`config.mk`:
```
export PLATFORM = sky130hd
export DESIGN_NAME = intr_entry_seq
export DESIGN_NICKNAME = d
export VERILOG_FILES = /design/src/rtl/intr_seq_pkg.sv /design/src/rtl/intr_gate_decode.sv /design/src/rtl/intr_seg_decode.sv /design/src/rtl/intr_frame_addr.sv /design/src/rtl/intr_entry_seq.sv
export SDC_FILE = /design/constraint.sdc
export NUM_CORES = 1
export LEC_CHECK = 0
export ABC_AREA = 1
export CAP_MARGIN = 15
export CELL_PAD_IN_SITES_DETAIL_PLACEMENT = 1
export CELL_PAD_IN_SITES_GLOBAL_PLACEMENT = 1
export CORE_MARGIN = 2
export CORE_UTILIZATION = 35
export DETAILED_ROUTE_END_ITERATION = 6
export PLACE_DENSITY_LB_ADDON = 0.15
export SETUP_SLACK_MARGIN = 0.02
export SYNTH_ARGS = -nofsm -noshare
export SYNTH_HDL_FRONTEND = slang
export SYNTH_SLANG_ARGS = --single-unit
```
`constraint.sdc`:
```
create_clock -name clk_i -period 7.2 [get_ports clk_i]
set_clock_uncertainty 0.1 [all_clocks]
set_input_delay 2.16 -clock clk_i [delete_from_list [all_inputs] [get_ports clk_i]]
set_output_delay 2.16 -clock clk_i [all_outputs]
set_load 0.02 [all_outputs]
```
`src/rtl/intr_seq_pkg.sv`:
```
package intr_seq_pkg;
  typedef enum logic [3:0] {
    ST_IDLE, ST_GATE_LO, ST_GATE_HI, ST_DESC_LO, ST_DESC_HI,
    ST_PUSH, ST_POP, ST_DONE, ST_FAULT
  } seq_st_e;

  localparam logic [3:0] GATE_T16 = 4'h6;
  localparam logic [3:0] GATE_T32 = 4'hE;
  localparam int unsigned FRAME_SLOTS = 3;
  localparam int unsigned GATE_SHIFT = 3;
  localparam int unsigned IVT_SHIFT = 2;
endpackage

```
`src/rtl/intr_gate_decode.sv`:
```
module intr_gate_decode
  import intr_seq_pkg::*;
(
  input  logic [31:0] lo_i,
  input  logic [31:0] hi_i,
  output logic [31:0] off_o,
  output logic [15:0] sel_o,
  output logic        valid_o,
  output logic        wide_o
);
  logic [3:0] gtype;
  logic       unused_gate_bits;

  assign off_o   = {hi_i[31:16], lo_i[15:0]};
  assign sel_o   = lo_i[31:16];
  assign gtype   = hi_i[11:8];
  assign wide_o  = (gtype == GATE_T32);
  assign valid_o = (gtype == GATE_T32) || (gtype == GATE_T16);
  assign unused_gate_bits = ^{hi_i[15:12], hi_i[7:0]};
endmodule

```
`src/rtl/intr_seg_decode.sv`:
```
module intr_seg_decode (
  input  logic [31:0] lo_i,
  input  logic [31:0] hi_i,
  output logic [31:0] base_o,
  output logic [19:0] limit_o,
  output logic [11:0] attr_o
);
  assign base_o  = {hi_i[31:24], hi_i[7:0], lo_i[31:16]};
  assign limit_o = {hi_i[19:16], lo_i[15:0]};
  assign attr_o  = {hi_i[23:20], hi_i[15:8]};
endmodule

```
`src/rtl/intr_frame_addr.sv`:
```
module intr_frame_addr #(
  parameter int AW = 32
) (
  input  logic [1:0]    step_i,
  input  logic          pop_i,
  input  logic          wide_i,
  input  logic [AW-1:0] sp_i,
  input  logic [31:0]   flags_i,
  input  logic [15:0]   cs_i,
  input  logic [31:0]   ip_i,
  output logic [AW-1:0] addr_o,
  output logic [31:0]   wdata_o
);
  logic [AW-1:0] slot;
  logic [AW-1:0] span;
  logic [31:0]   val;

  // push walks down from SP (flags first), pop walks up from SP (IP first)
  assign slot   = AW'(step_i) + (pop_i ? AW'(0) : AW'(1));
  assign span   = wide_i ? (slot << 2) : (slot << 1);
  assign addr_o = pop_i ? sp_i + span : sp_i - span;

  always_comb begin
    unique case (step_i)
      2'd0:    val = flags_i;
      2'd1:    val = {16'h0, cs_i};
      default: val = ip_i;
    endcase
  end

  assign wdata_o = wide_i ? val : {16'h0, val[15:0]};
endmodule

```
`src/rtl/intr_entry_seq.sv`:
```
module intr_entry_seq
  import intr_seq_pkg::*;
#(
  parameter int AW    = 32,
  parameter int VEC_W = 8
) (
  input  logic             clk_i,
  input  logic             rst_ni,
  input  logic             prot_en_i,
  input  logic [AW-1:0]    gate_base_i,
  input  logic [AW-1:0]    gdt_base_i,
  input  logic [AW-1:0]    ldt_base_i,
  input  logic             irq_req_i,
  input  logic [VEC_W-1:0] irq_vec_i,
  input  logic             iret_req_i,
  input  logic             iret_wide_i,
  input  logic [15:0]      cur_cs_i,
  input  logic [31:0]      cur_ip_i,
  input  logic [31:0]      cur_flags_i,
  input  logic [AW-1:0]    cur_sp_i,
  output logic             mem_req_o,
  output logic             mem_we_o,
  output logic             mem_wide_o,
  output logic [AW-1:0]    mem_addr_o,
  output logic [31:0]      mem_wdata_o,
  input  logic             mem_ack_i,
  input  logic [31:0]      mem_rdata_i,
  output logic             busy_o,
  output logic             done_o,
  output logic             fault_o,
  output logic [15:0]      new_cs_o,
  output logic [31:0]      new_ip_o,
  output logic [31:0]      new_flags_o,
  output logic [AW-1:0]    new_sp_o,
  output logic [31:0]      cs_base_o,
  output logic [19:0]      cs_limit_o,
  output logic [11:0]      cs_attr_o
);
  localparam logic [1:0] LAST_STEP = 2'(FRAME_SLOTS - 1);

  seq_st_e          st_q;
  logic [1:0]       step_q;
  logic             pm_q, wide_q;
  logic [VEC_W-1:0] vec_q;
  logic [AW-1:0]    sp_q;
  logic [31:0]      flags_q, ip_q, g_lo_q, d_lo_q, h_off_q, pop_ip_q;
  logic [15:0]      cs_q, h_sel_q, pop_cs_q;

  logic [31:0] g_off;
  logic [15:0] g_sel;
  logic        g_valid, g_wide;
  logic [31:0] s_base;
  logic [19:0] s_limit;
  logic [11:0] s_attr;
  logic [AW-1:0] fr_addr, vec_ext, vec_off, desc_base, desc_addr, frame_bytes;
  logic [31:0]   fr_wdata;

  intr_gate_decode u_gate (
    .lo_i(g_lo_q), .hi_i(mem_rdata_i),
    .off_o(g_off), .sel_o(g_sel), .valid_o(g_valid), .wide_o(g_wide)
  );

  intr_seg_decode u_seg (
    .lo_i(d_lo_q), .hi_i(mem_rdata_i),
    .base_o(s_base), .limit_o(s_limit), .attr_o(s_attr)
  );

  intr_frame_addr #(.AW(AW)) u_frame (
    .step_i(step_q), .pop_i(st_q == ST_POP), .wide_i(wide_q), .sp_i(sp_q),
    .flags_i(flags_q), .cs_i(cs_q), .ip_i(ip_q),
    .addr_o(fr_addr), .wdata_o(fr_wdata)
  );

  assign vec_ext     = AW'(vec_q);
  assign vec_off     = pm_q ? (vec_ext << GATE_SHIFT) : (vec_ext << IVT_SHIFT);
  assign desc_base   = h_sel_q[2] ? ldt_base_i : gdt_base_i;
  assign desc_addr   = desc_base + AW'({h_sel_q[15:3], 3'b000});
  assign frame_bytes = wide_q ? AW'(12) : AW'(6);

  always_comb begin
    unique case (st_q)
      ST_GATE_LO: mem_addr_o = gate_base_i + vec_off;
      ST_GATE_HI: mem_addr_o = gate_base_i + vec_off + AW'(4);
      ST_DESC_LO: mem_addr_o = desc_addr;
      ST_DESC_HI: mem_addr_o = desc_addr + AW'(4);
      ST_PUSH,
      ST_POP:     mem_addr_o = fr_addr;
      default:    mem_addr_o = '0;
    endcase
  end

  assign mem_req_o   = st_q inside {ST_GATE_LO, ST_GATE_HI, ST_DESC_LO,
                                    ST_DESC_HI, ST_PUSH, ST_POP};
  assign mem_we_o    = (st_q == ST_PUSH);
  assign mem_wide_o  = (st_q == ST_PUSH) ? wide_q : 1'b1;
  assign mem_wdata_o = (st_q == ST_PUSH) ? fr_wdata : 32'h0;
  assign busy_o      = (st_q != ST_IDLE);
  assign done_o      = (st_q == ST_DONE);
  assign fault_o     = (st_q == ST_FAULT);

  always_ff @(posedge clk_i or negedge rst_ni) begin
    if (!rst_ni) begin
      st_q <= ST_IDLE;
      step_q <= '0; pm_q <= 1'b0; wide_q <= 1'b0; vec_q <= '0; sp_q <= '0;
      flags_q <= '0; ip_q <= '0; cs_q <= '0; g_lo_q <= '0; d_lo_q <= '0;
      h_off_q <= '0; h_sel_q <= '0; pop_ip_q <= '0; pop_cs_q <= '0;
      new_cs_o <= '0; new_ip_o <= '0; new_flags_o <= '0; new_sp_o <= '0;
      cs_base_o <= '0; cs_limit_o <= '0; cs_attr_o <= '0;
    end else begin
      unique case (st_q)
        ST_IDLE: begin
          step_q <= '0;
          if (irq_req_i) begin
            pm_q <= prot_en_i; vec_q <= irq_vec_i; sp_q <= cur_sp_i;
            flags_q <= cur_flags_i; cs_q <= cur_cs_i; ip_q <= cur_ip_i;
            wide_q <= 1'b0;
            st_q <= ST_GATE_LO;
          end else if (iret_req_i) begin
            sp_q <= cur_sp_i; flags_q <= cur_flags_i; wide_q <= iret_wide_i;
            st_q <= ST_POP;
          end
        end
        ST_GATE_LO: if (mem_ack_i) begin
          g_lo_q <= mem_rdata_i;
          if (pm_q) st_q <= ST_GATE_HI;
          else begin
            // real mode: offset/segment pair, frame forced narrow
            h_off_q    <= {16'h0, mem_rdata_i[15:0]};
            h_sel_q    <= mem_rdata_i[31:16];
            cs_base_o  <= {12'h0, mem_rdata_i[31:16], 4'h0};
            cs_limit_o <= 20'h0FFFF;
            st_q       <= ST_PUSH;
          end
        end
        ST_GATE_HI: if (mem_ack_i) begin
          if (!g_valid) st_q <= ST_FAULT;
          else begin
            h_off_q <= g_wide ? g_off : {16'h0, g_off[15:0]};
            h_sel_q <= g_sel;
            wide_q  <= g_wide;
            st_q    <= ST_DESC_LO;
          end
        end
        ST_DESC_LO: if (mem_ack_i) begin
          d_lo_q <= mem_rdata_i;
          st_q   <= ST_DESC_HI;
        end
        ST_DESC_HI: if (mem_ack_i) begin
          cs_base_o  <= s_base;
          cs_limit_o <= s_limit;
          cs_attr_o  <= s_attr;
          st_q       <= ST_PUSH;
        end
        ST_PUSH: if (mem_ack_i) begin
          if (step_q == LAST_STEP) begin
            new_cs_o <= h_sel_q;
            new_ip_o <= h_off_q;
            new_sp_o <= sp_q - frame_bytes;
            st_q     <= ST_DONE;
          end else step_q <= step_q + 2'd1;
        end
        ST_POP: if (mem_ack_i) begin
          unique case (step_q)
            2'd0: pop_ip_q <= mem_rdata_i;
            2'd1: pop_cs_q <= mem_rdata_i[15:0];
            default: begin
              new_ip_o    <= wide_q ? pop_ip_q : {16'h0, pop_ip_q[15:0]};
              new_cs_o    <= pop_cs_q;
              new_flags_o <= wide_q ? mem_rdata_i
                                    : {flags_q[31:16], mem_rdata_i[15:0]};
              new_sp_o    <= sp_q + frame_bytes;
            end
          endcase
          if (step_q == LAST_STEP) st_q <= ST_DONE;
          else step_q <= step_q + 2'd1;
        end
        default: st_q <= ST_IDLE;
      endcase
    end
  end
endmodule

```
==> results.txt, run 1 <==
cell taking the most area after synthesis: dfrtp_1
top cell type's share of synthesized area: 43.10%
YS warnings: 0
layout cells sized above 1: 23.53%
register share of total power: 20.7%
Max Cap Violations: 0
slowest stage delay, CP: 0.54 ns
initial drt markers: 1341
final hold vios: 0
DP HPWL: 86.61 mm
largest net degree at the start of global routing: 109
Die Wd: 281.4 um
placer congestion estimate: 0.9336
Nets: 4594
Slew Viols, Final: 0
predominant post-synthesis flop cell: dfrtp_1
total power: 22460 uW
max_slew headroom: 25.90%
1st-pass router iterations: 5
Max VDD drop: 0.2254 mV
worst hold path type: reg -> reg
delay-heaviest family, CP: simple AND/OR/NAND/NOR gates
P_sw: 10940 uW
critical path buffer and inverter count: 4
Row Count: 101
synthesis-to-layout area growth: 44.31%
switch share: 48.69%
Final period util: 99.73%
register bit total from synthesis: 464
Gate power share: 67.4%
total clock sinks: 464
GRT Residual Overflow: 0
global-route wire length before repair: 174.0 mm
Avg Cell Area, Syn: 7.710 um^2
DRC violations left: 0
crit path max fanout: 4
# IOs: 501
Worst-Margin Slew: 1.107 ns
leakage power: 0.01765 uW
sequential area share after synthesis: 43.10%
port bufs: 500
CP max stage cell: fa_2
Final Util: 51.10%
post-synthesis cell type count: 59
crit path cell chain: buf_6 -> nand2_4 -> nand2_4 -> ha_4 -> fa_2 -> inv_2 -> o21ai_4 -> inv_2 -> nor2_4 -> nand3_4 -> nor2_4 -> nand2_2 -> nor2_4 -> nand2_2 -> nor2_2 -> nand2_2 -> nand2_1 -> nand3_1 -> nand4_1 -> buf_4
routed wire length: 117.2 mm
# H-tree levels: 2
vias per cell: 5.211
total CTS buffers: 53
hold-fix buffer count after cts: 0
Core Area: 76080 um^2
Final ANT Viol Nets: 0
Int Power: 11520 uW
clock tree buffer depth: 3
setup violators final: 0
Vias: 27.69k
Gate Count Post-Synth: 3494
routed len/inst: 22.06 um
Root Driver: clkbuf_16
Worst EP required: 4.94 ns
clk_lat worst skew: 0.63 ns
most common cell after layout, fill and taps aside: nand2_1
RSZ-0062 raised after global routing: yes
most frequent cells in the layout: nand2_1 (842), dfrtp_1 (463), clkdlybuf4s50_1 (436)
number of global-route vias before repair: 28.63k
startpoint types: input pin
Final min period: 7.180 ns
TritonCTS clock tree: yes
Arr. time, crit path: 4.92 ns
EDFF count, synth: 0
status: completed
GRT Util Overall: 28.68%
antenna violations before repair: 7
Worst-path clk slew: 0.06 ns
Initial Util: 35.41%
clock network power share: 11.9%
Worst setup EP type: output port
Max Fclk: 139.3 MHz
Post-Syn Nets: 3845
total die area: 79200 um^2
Post-synth ARST share: 100.0%
reg-to-reg slack, setup: 3.14 ns
worst setup path class: in -> out
Setup TNS Final: 0 ns
pwr dens: 577.8 nW/um^2
Die Y: 281.4 um
ranking of synthesized cells by area: dfrtp_1 (43%), nand2_1 (14%), o21ai_0 (5.6%)
cell area after synthesis: 26940 um^2
==> worst min-delay path, stage by stage (launching register included) <==
cell,delay [ns]
dfrtp_1,0.34
nand2_1,0.05
nand2_1,0.05
==> cells in the mapped netlist (19+ instances only) <==
| library cell | instances |
|---|---|
| dfrtp_1 | 464 |
| ha_1 | 92 |
| nand2_1 | 989 |
| o21ai_0 | 299 |
| a31oi_1 | 127 |
| or2_2 | 23 |
| nand2_2 | 28 |
| nand3_1 | 208 |
| inv_1 | 282 |
| nand4_1 | 30 |
| xnor2_1 | 19 |
| nor3_1 | 25 |
| a21oi_1 | 144 |
| mux2_2 | 96 |
| clkbuf_1 | 114 |
| nor2_1 | 313 |
==> routing by layer <==
layer  routed length (um)  GRT usage [%]  vias up  share of wire, %
met4                 4610          10.08        4               3.9
met1                48570          35.23    13770                41
met3                 4174          3.406      210               3.6
li1                     -              -    13127                 -
met2                59830          51.67      574                51
met5                   30              0        -             0.026
==> repair_timing <==
action                                  in CTS  in global routing
resized for setup                          365                282
endpoints found under the setup margin      26                 25
pin swaps                                  120                158
setup buffers                               43                 26
==> kinds of logic (layout without fill, tap and decap cells) <==
group           after synthesis  in the layout  share of synthesized area (%)
simple gates               1675           1675                          26.19
fa+ha+maj                    96             96                          4.571
xor+xnor                     34             34                          1.106
flops                       464            464                          43.10
buf+inv                     436           1221                          6.303
other cells                   0              4                              0
mux                          97             97                          4.050
compound gates              692            692                          14.67
==> registers in the layout, summed over array words and instances, names as in the netlist <==
register / flops
cs_attr_o: 12
cs_base_o: 32
cs_limit_o: 20
cs_q: 16
d_lo_q: 32
flags_q: 32
g_lo_q: 32
h_off_q: 32
h_sel_q: 16
ip_q: 32
new_cs_o: 16
new_flags_o: 32
new_ip_o: 32
new_sp_o: 32
pm_q: 1
pop_cs_q: 16
pop_ip_q: 32
sp_q: 32
st_q: 4
step_q: 2
vec_q: 8
wide_q: 1
==> stage by stage <==
stage	cell area, um^2	hold WS (ns)	setup slack (ns)	cells
6_report	38870	0.3731	0.01957	5313
5_1_grt	38870	0.4051	-0.1329	5312
4_1_cts	37640	0.3762	0.002772	5280
3_5_place_dp	34690	0.3615	-0.9663	5146
3_3_place_gp	34690	0.3575	-0.9456	5146
2_1_floorplan	26940	0.3520	0.2689	3494
==> power groups by stage <==
| stage | clock (uW) | combinational (uW) | sequential [uW] |
|---|---|---|---|
| 2_1_floorplan | 0 | 7010 | 4940 |
| 3_3_place_gp | 0 | 12900 | 4630 |
| 6_report | 2670 | 15100 | 4650 |
| 4_1_cts | 2730 | 14000 | 4650 |
| 5_1_grt | 2830 | 16400 | 4800 |
| 3_5_place_dp | 0 | 13100 | 4670 |
==> area by class of cell <==
cell class	instances	area, um^2
inverter	292	1101
fill	9169	37200
clock inverter	17	196.4
sequential	464	11610
timing repair buffer	838	7592
multi-input combinational	2594	15590
tap	1030	1289
antenna	4	10.01
clock buffer	74	1485
==> final timing paths <==
path,start,to,cells after the start
setup / recovery,gdt_base_i[3],mem_addr_o[18],20
hold reg to reg,new_sp_o[0],new_sp_o[0],2
hold / removal,new_sp_o[0],new_sp_o[0],2
setup reg to reg,st_q[2],new_sp_o[22],18
min in group asynchronous,rst_ni,ip_q[31],1
max in group asynchronous,rst_ni,new_sp_o[17],2
No activity file was read; power rests on OpenSTA's default activity.
==> run 2, diff against run 1 <==
--- a/config.mk
+++ b/config.mk
@@ -11,6 +11,7 @@
 export CELL_PAD_IN_SITES_GLOBAL_PLACEMENT = 1
 export CORE_MARGIN = 2
 export CORE_UTILIZATION = 35
+export CTS_BUF_LIST = sky130_fd_sc_hd__clkbuf_16
 export DETAILED_ROUTE_END_ITERATION = 6
 export PLACE_DENSITY_LB_ADDON = 0.15
 export SETUP_SLACK_MARGIN = 0.02
==> run 2 against run 1 <==
- global-route usage barely moved
- via count barely moved
- combinational power barely moved
- count of clock-buffer cells in the layout fell by 21
- clock power fell by 4%
- register-to-register slack barely moved
- hold slack improved by 0.00097 ns
- maximum frequency fell by 0.14%
- non-clock buffer count fell by 4
- utilization fell by 0.12 points
- highest routed layer unchanged
==> results.txt, run 2 (same netlist as run 1, synthesis figures left out) <==
routed wire length: 117.1 mm
synthesis-to-layout area growth: 43.97%
Vias: 27.70k
layout cells sized above 1: 23.39%
CP max stage cell: ha_4
port bufs: 500
antenna violations before repair: 6
GRT Util Overall: 28.69%
final hold vios: 0
Final period util: 99.87%
most common cell after layout, fill and taps aside: nand2_1
Initial Util: 35.41%
Gate power share: 67.7%
worst setup path class: in -> out
routed len/inst: 22.06 um
Worst-path clk slew: 0.06 ns
Final Util: 50.98%
DRC violations left: 0
Max Fclk: 139.1 MHz
Storage cell area: 11610 um^2
global-route wire length before repair: 174.0 mm
worst hold path type: reg -> reg
total CTS buffers: 53
Final min period: 7.191 ns
Top cell by count, worst path: buf_4
fill cell count: 9175
crit path max fanout: 5
clock tree buffer depth: 3
Core Area: 76080 um^2
status: completed
total clock sinks: 464
delay-heaviest family, CP: buffers and inverters
# IOs: 501
P_sw: 10930 uW
max_slew headroom: 27.89%
dpl cell area: 34690 um^2
vias per cell: 5.218
Int Power: 11410 uW
leakage power: 0.01765 uW
Die Wd: 281.4 um
Worst setup EP type: output port
DP HPWL: 86.61 mm
clk_lat worst skew: 0.63 ns
register share of total power: 20.8%
hold-fix buffer count after cts: 0
setup violators final: 0
Max VDD drop: 0.2221 mV
RSZ-0062 raised after global routing: yes
GRT Residual Overflow: 0
Worst EP required: 4.94 ns
area of the multi-input gates: 15610 um^2
placer congestion estimate: 0.9336
Arr. time, crit path: 4.93 ns
Worst-Margin Slew: 1.078 ns
Setup TNS Final: 0 ns
initial drt markers: 1444
pwr dens: 576.0 nW/um^2
# H-tree levels: 2
number of global-route vias before repair: 28.68k
Nets: 4590
total die area: 79200 um^2
Root Driver: clkbuf_16
crit path cell chain: clkdlybuf4s15_1 -> nand2_2 -> nand2_4 -> ha_4 -> buf_6 -> inv_2 -> nand2_1 -> nand3_2 -> nand2_2 -> nand2_2 -> buf_4 -> buf_4 -> buf_4 -> buf_4 -> buf_4 -> buf_4 -> buf_4 -> buf_4 -> nand3_1 -> o2111ai_2 -> buf_2
TritonCTS clock tree: yes
largest net degree at the start of global routing: 109
most frequent cells in the layout: nand2_1 (840), dfrtp_1 (463), clkdlybuf4s50_1 (436)
slowest stage delay, CP: 0.31 ns
Slew Viols, Final: 0
critical path buffer and inverter count: 12
startpoint types: input pin
clock network power share: 11.5%
switch share: 48.93%
1st-pass router iterations: 6
Finished Cell Area: 38780 um^2
Row Count: 101
Max Cap Violations: 0
total power: 22340 uW
Die Y: 281.4 um
Final ANT Viol Nets: 0
-- run 2: changes by cell type in the layout (fill, tap and decap cells not counted), sizes merged --
cell           delta
clkdlybuf4s15     +2
clkinv            +8
diode             -1
clkbuf           -21
inv              +13
dlygate4sd2       -2
buf               -4
-- run 2: final cells by class --
| type | instances | area share [%] |
|---|---|---|
| multi-input cells | 2594 | 40.25 |
| inverters | 292 | 2.839 |
| diodes | 3 | 0.01936 |
| clock inverters | 38 | 0.7098 |
| repair buffers | 834 | 19.50 |
| clock buffers | 53 | 3.420 |
| well taps | 1030 | 3.323 |
| flip-flops and latches | 464 | 29.94 |
-- run 2: through the flow --
step	hold WS (ns)	setup WS, ns	instances
finish	0.3741	0.009484	5308
CTS	0.3762	0.002772	5280
global placement	0.3575	-0.9456	5146
detailed placement	0.3615	-0.9663	5146
floorplan	0.3520	0.2689	3494
global route	0.4051	-0.1084	5307
-- run 2: path summary, 6_finish.rpt --
| kind | depth (start not counted) | slack [ns] | endpoint | from |
|---|---|---|---|---|
| max in group asynchronous | 2 | 4.10 | new_sp_o[17] | rst_ni |
| min reg2reg | 2 | 0.37 | new_sp_o[0] | new_sp_o[0] |
| min in group asynchronous | 1 | 1.53 | vec_q[4] | rst_ni |
| max | 21 | 0.009 | mem_addr_o[9] | gdt_base_i[6] |
| min | 2 | 0.37 | new_sp_o[0] | new_sp_o[0] |
| max reg2reg | 18 | 3.14 | new_sp_o[22] | st_q[2] |
-- run 2: repair_timing --
item | CTS | global route
setup buffers | 43 | 22
pin swaps | 120 | 156
setup endpoints to repair | 26 | 25
gates resized for setup | 365 | 288
-- run 2: power groups by stage --
stage | combinational [uW] | clock (uW) | sequential [uW]
4_1_cts | 14000 | 2620 | 4650
3_3_place_gp | 12900 | 0 | 4630
3_5_place_dp | 13100 | 0 | 4670
2_1_floorplan | 7010 | 0 | 4940
6_report | 15100 | 2560 | 4660
5_1_grt | 16400 | 2730 | 4800
-- run 2: routing by layer --
| layer | wire, um | up-vias | GRT usage [%] |
|---|---|---|---|
| met2 | 59450 | 579 | 51.68 |
| met1 | 48580 | 13798 | 35.18 |
| li1 | - | 13110 | - |
| met3 | 4371 | 208 | 3.530 |
| met5 | 30 | - | 0 |
| met4 | 4669 | 4 | 10.13 |
-- run 2: worst min-delay path, stage by stage (launching register included) --
cell and delay, ns:
dfrtp_1 0.34, nand2_1 0.05, nand2_1 0.05
==> run 3, diff against run 2 <==
--- a/config.mk
+++ b/config.mk
@@ -6,7 +6,7 @@
 export NUM_CORES = 1
 export LEC_CHECK = 0
 export ABC_AREA = 1
-export CAP_MARGIN = 15
+export CAP_MARGIN = 20
 export CELL_PAD_IN_SITES_DETAIL_PLACEMENT = 1
 export CELL_PAD_IN_SITES_GLOBAL_PLACEMENT = 1
 export CORE_MARGIN = 2
==> run 3 against run 2 <==
- sequential share of layout area barely moved
- count of clock-buffer cells in the layout did not move
- critical path depth did not move
- utilization rose by 0.086 points
- cell count barely moved
- via count barely moved
- non-clock buffer count fell by 9
- clock power rose by 2%
- global-route usage rose by 0.17 points
- largest power group unchanged
- highest routed layer unchanged
==> results.txt, run 3 (same netlist as run 1, synthesis figures left out) <==
Arr. time, crit path: 4.90 ns
Worst-Margin Slew: 1.096 ns
setup violators final: 0
area of the multi-input gates: 15670 um^2
most common cell after layout, fill and taps aside: nand2_1
total power: 22330 uW
placed insts: 5148
RSZ-0062 raised after global routing: yes
vias per cell: 5.218
worst hold margin: 0.3801 ns
1st-pass router iterations: 5
met3 WL: 4.763 mm
Max Fclk: 139.6 MHz
met2 wire length: 59.30 mm
status: completed
Core Area: 76080 um^2
Worst EP required: 4.94 ns
pwr dens: 574.8 nW/um^2
# H-tree levels: 2
worst slack, placed: -0.9730 ns
most frequent cells in the layout: nand2_1 (833), dfrtp_1 (462), clkdlybuf4s50_1 (436)
layout cells sized above 1: 23.29%
Nets: 4581
worst hold path type: reg -> reg
total die area: 79200 um^2
# IOs: 501
Die Wd: 281.4 um
startpoint types: input pin
Worst setup EP type: output port
fill cell count: 9110
Final period util: 99.46%
antenna violations before repair: 8
port bufs: 500
routed wire length: 116.8 mm
DP HPWL: 86.85 mm
Root Driver: clkbuf_16
Row Count: 101
Max VDD drop: 0.2083 mV
total clock sinks: 464
max_slew headroom: 26.70%
GRT Util Overall: 28.86%
routed metal-1 wire length: 48.24 mm
Worst-path clk slew: 0.06 ns
Final min period: 7.161 ns
Slew Viols, Final: 0
global-route wire length before repair: 174.9 mm
DRC violations left: 0
final hold vios: 0
Layout Cells excl Fill: 5307
number of global-route vias before repair: 28.69k
crit path max fanout: 5
clk_lat worst skew: 0.64 ns
Storage cell area: 11610 um^2
Vias: 27.69k
final worst slack: 0.03909 ns
Die Y: 281.4 um
TritonCTS clock tree: yes
clock tree buffer depth: 3
Final Util: 51.06%
highest routed layer: met5
placer congestion estimate: 0.9336
largest net degree at the start of global routing: 109
GRT Residual Overflow: 0
worst setup path class: in -> out
initial drt markers: 1340
Max Cap Violations: 0
total CTS buffers: 53
routed len/inst: 22.01 um
leakage power: 0.01765 uW
synthesis-to-layout area growth: 44.21%
Initial Util: 35.41%
Final ANT Viol Nets: 0
-- run 3: area by class of cell --
cell class              instances  area share, %
well taps                    1030          3.318
clock inverters                45         0.8696
flip-flops and latches        464          29.90
clock buffers                  53          3.414
diodes                          4        0.02577
inverters                     292          2.834
multi-input cells            2594          40.33
repair buffers                825          19.31
-- run 3: through the flow --
stage	setup TNS, ns	area [um^2]
2_1_floorplan	0	26940
3_3_place_gp	-15.77	34690
3_5_place_dp	-16.91	34730
4_1_cts	-0.01862	37750
5_1_grt	-0.8742	38850
6_report	0	38850
-- run 3: layer usage --
metal	global-route usage [%]	vias to the layer above
li1	-	13116
met1	35.42	13778
met2	51.89	604
met3	3.961	189
met4	9.602	6
met5	0	-
-- run 3: final timing paths --
kind,start,slack [ns],to,depth (start not counted)
max,gdt_base_i[3],0.04,mem_addr_o[25],21
min reg2reg,new_flags_o[15],0.38,new_flags_o[15],2
min,new_flags_o[15],0.38,new_flags_o[15],2
max in group asynchronous,rst_ni,4.08,new_sp_o[14],2
max reg2reg,st_q[2],3.07,new_sp_o[22],18
min in group asynchronous,rst_ni,1.48,vec_q[4],1
-- run 3: timing repair --
item	in CTS	in global routing
hold endpoints to repair	0	0
resized for setup	395	270
setup endpoints to repair	26	25
pin swaps	132	135
buffers inserted	38	19
hold buffers	0	0
-- run 3: power breakdown --
part	switching (uW)	internal, uW
Clock	1160	1450
Sequential	855	3810
Combinational	8920	6140
-- run 3: worst max-delay path, cell delays in order --
cell     delay [ns]
buf_6          0.09
nand2_4        0.06
nand2_4        0.08
ha_4           0.17
fa_2           0.55
inv_2          0.06
o21ai_4        0.16
nand2_2        0.09
nor2_4         0.15
nand3_4        0.10
nor2_4         0.17
nand3_4        0.11
nor2_4         0.14
nand3_4        0.14
nor2_4         0.20
nand2_2        0.07
nand2_2        0.09
nand2_2        0.07
nand2_1        0.06
nand2_1        0.06
buf_6          0.13
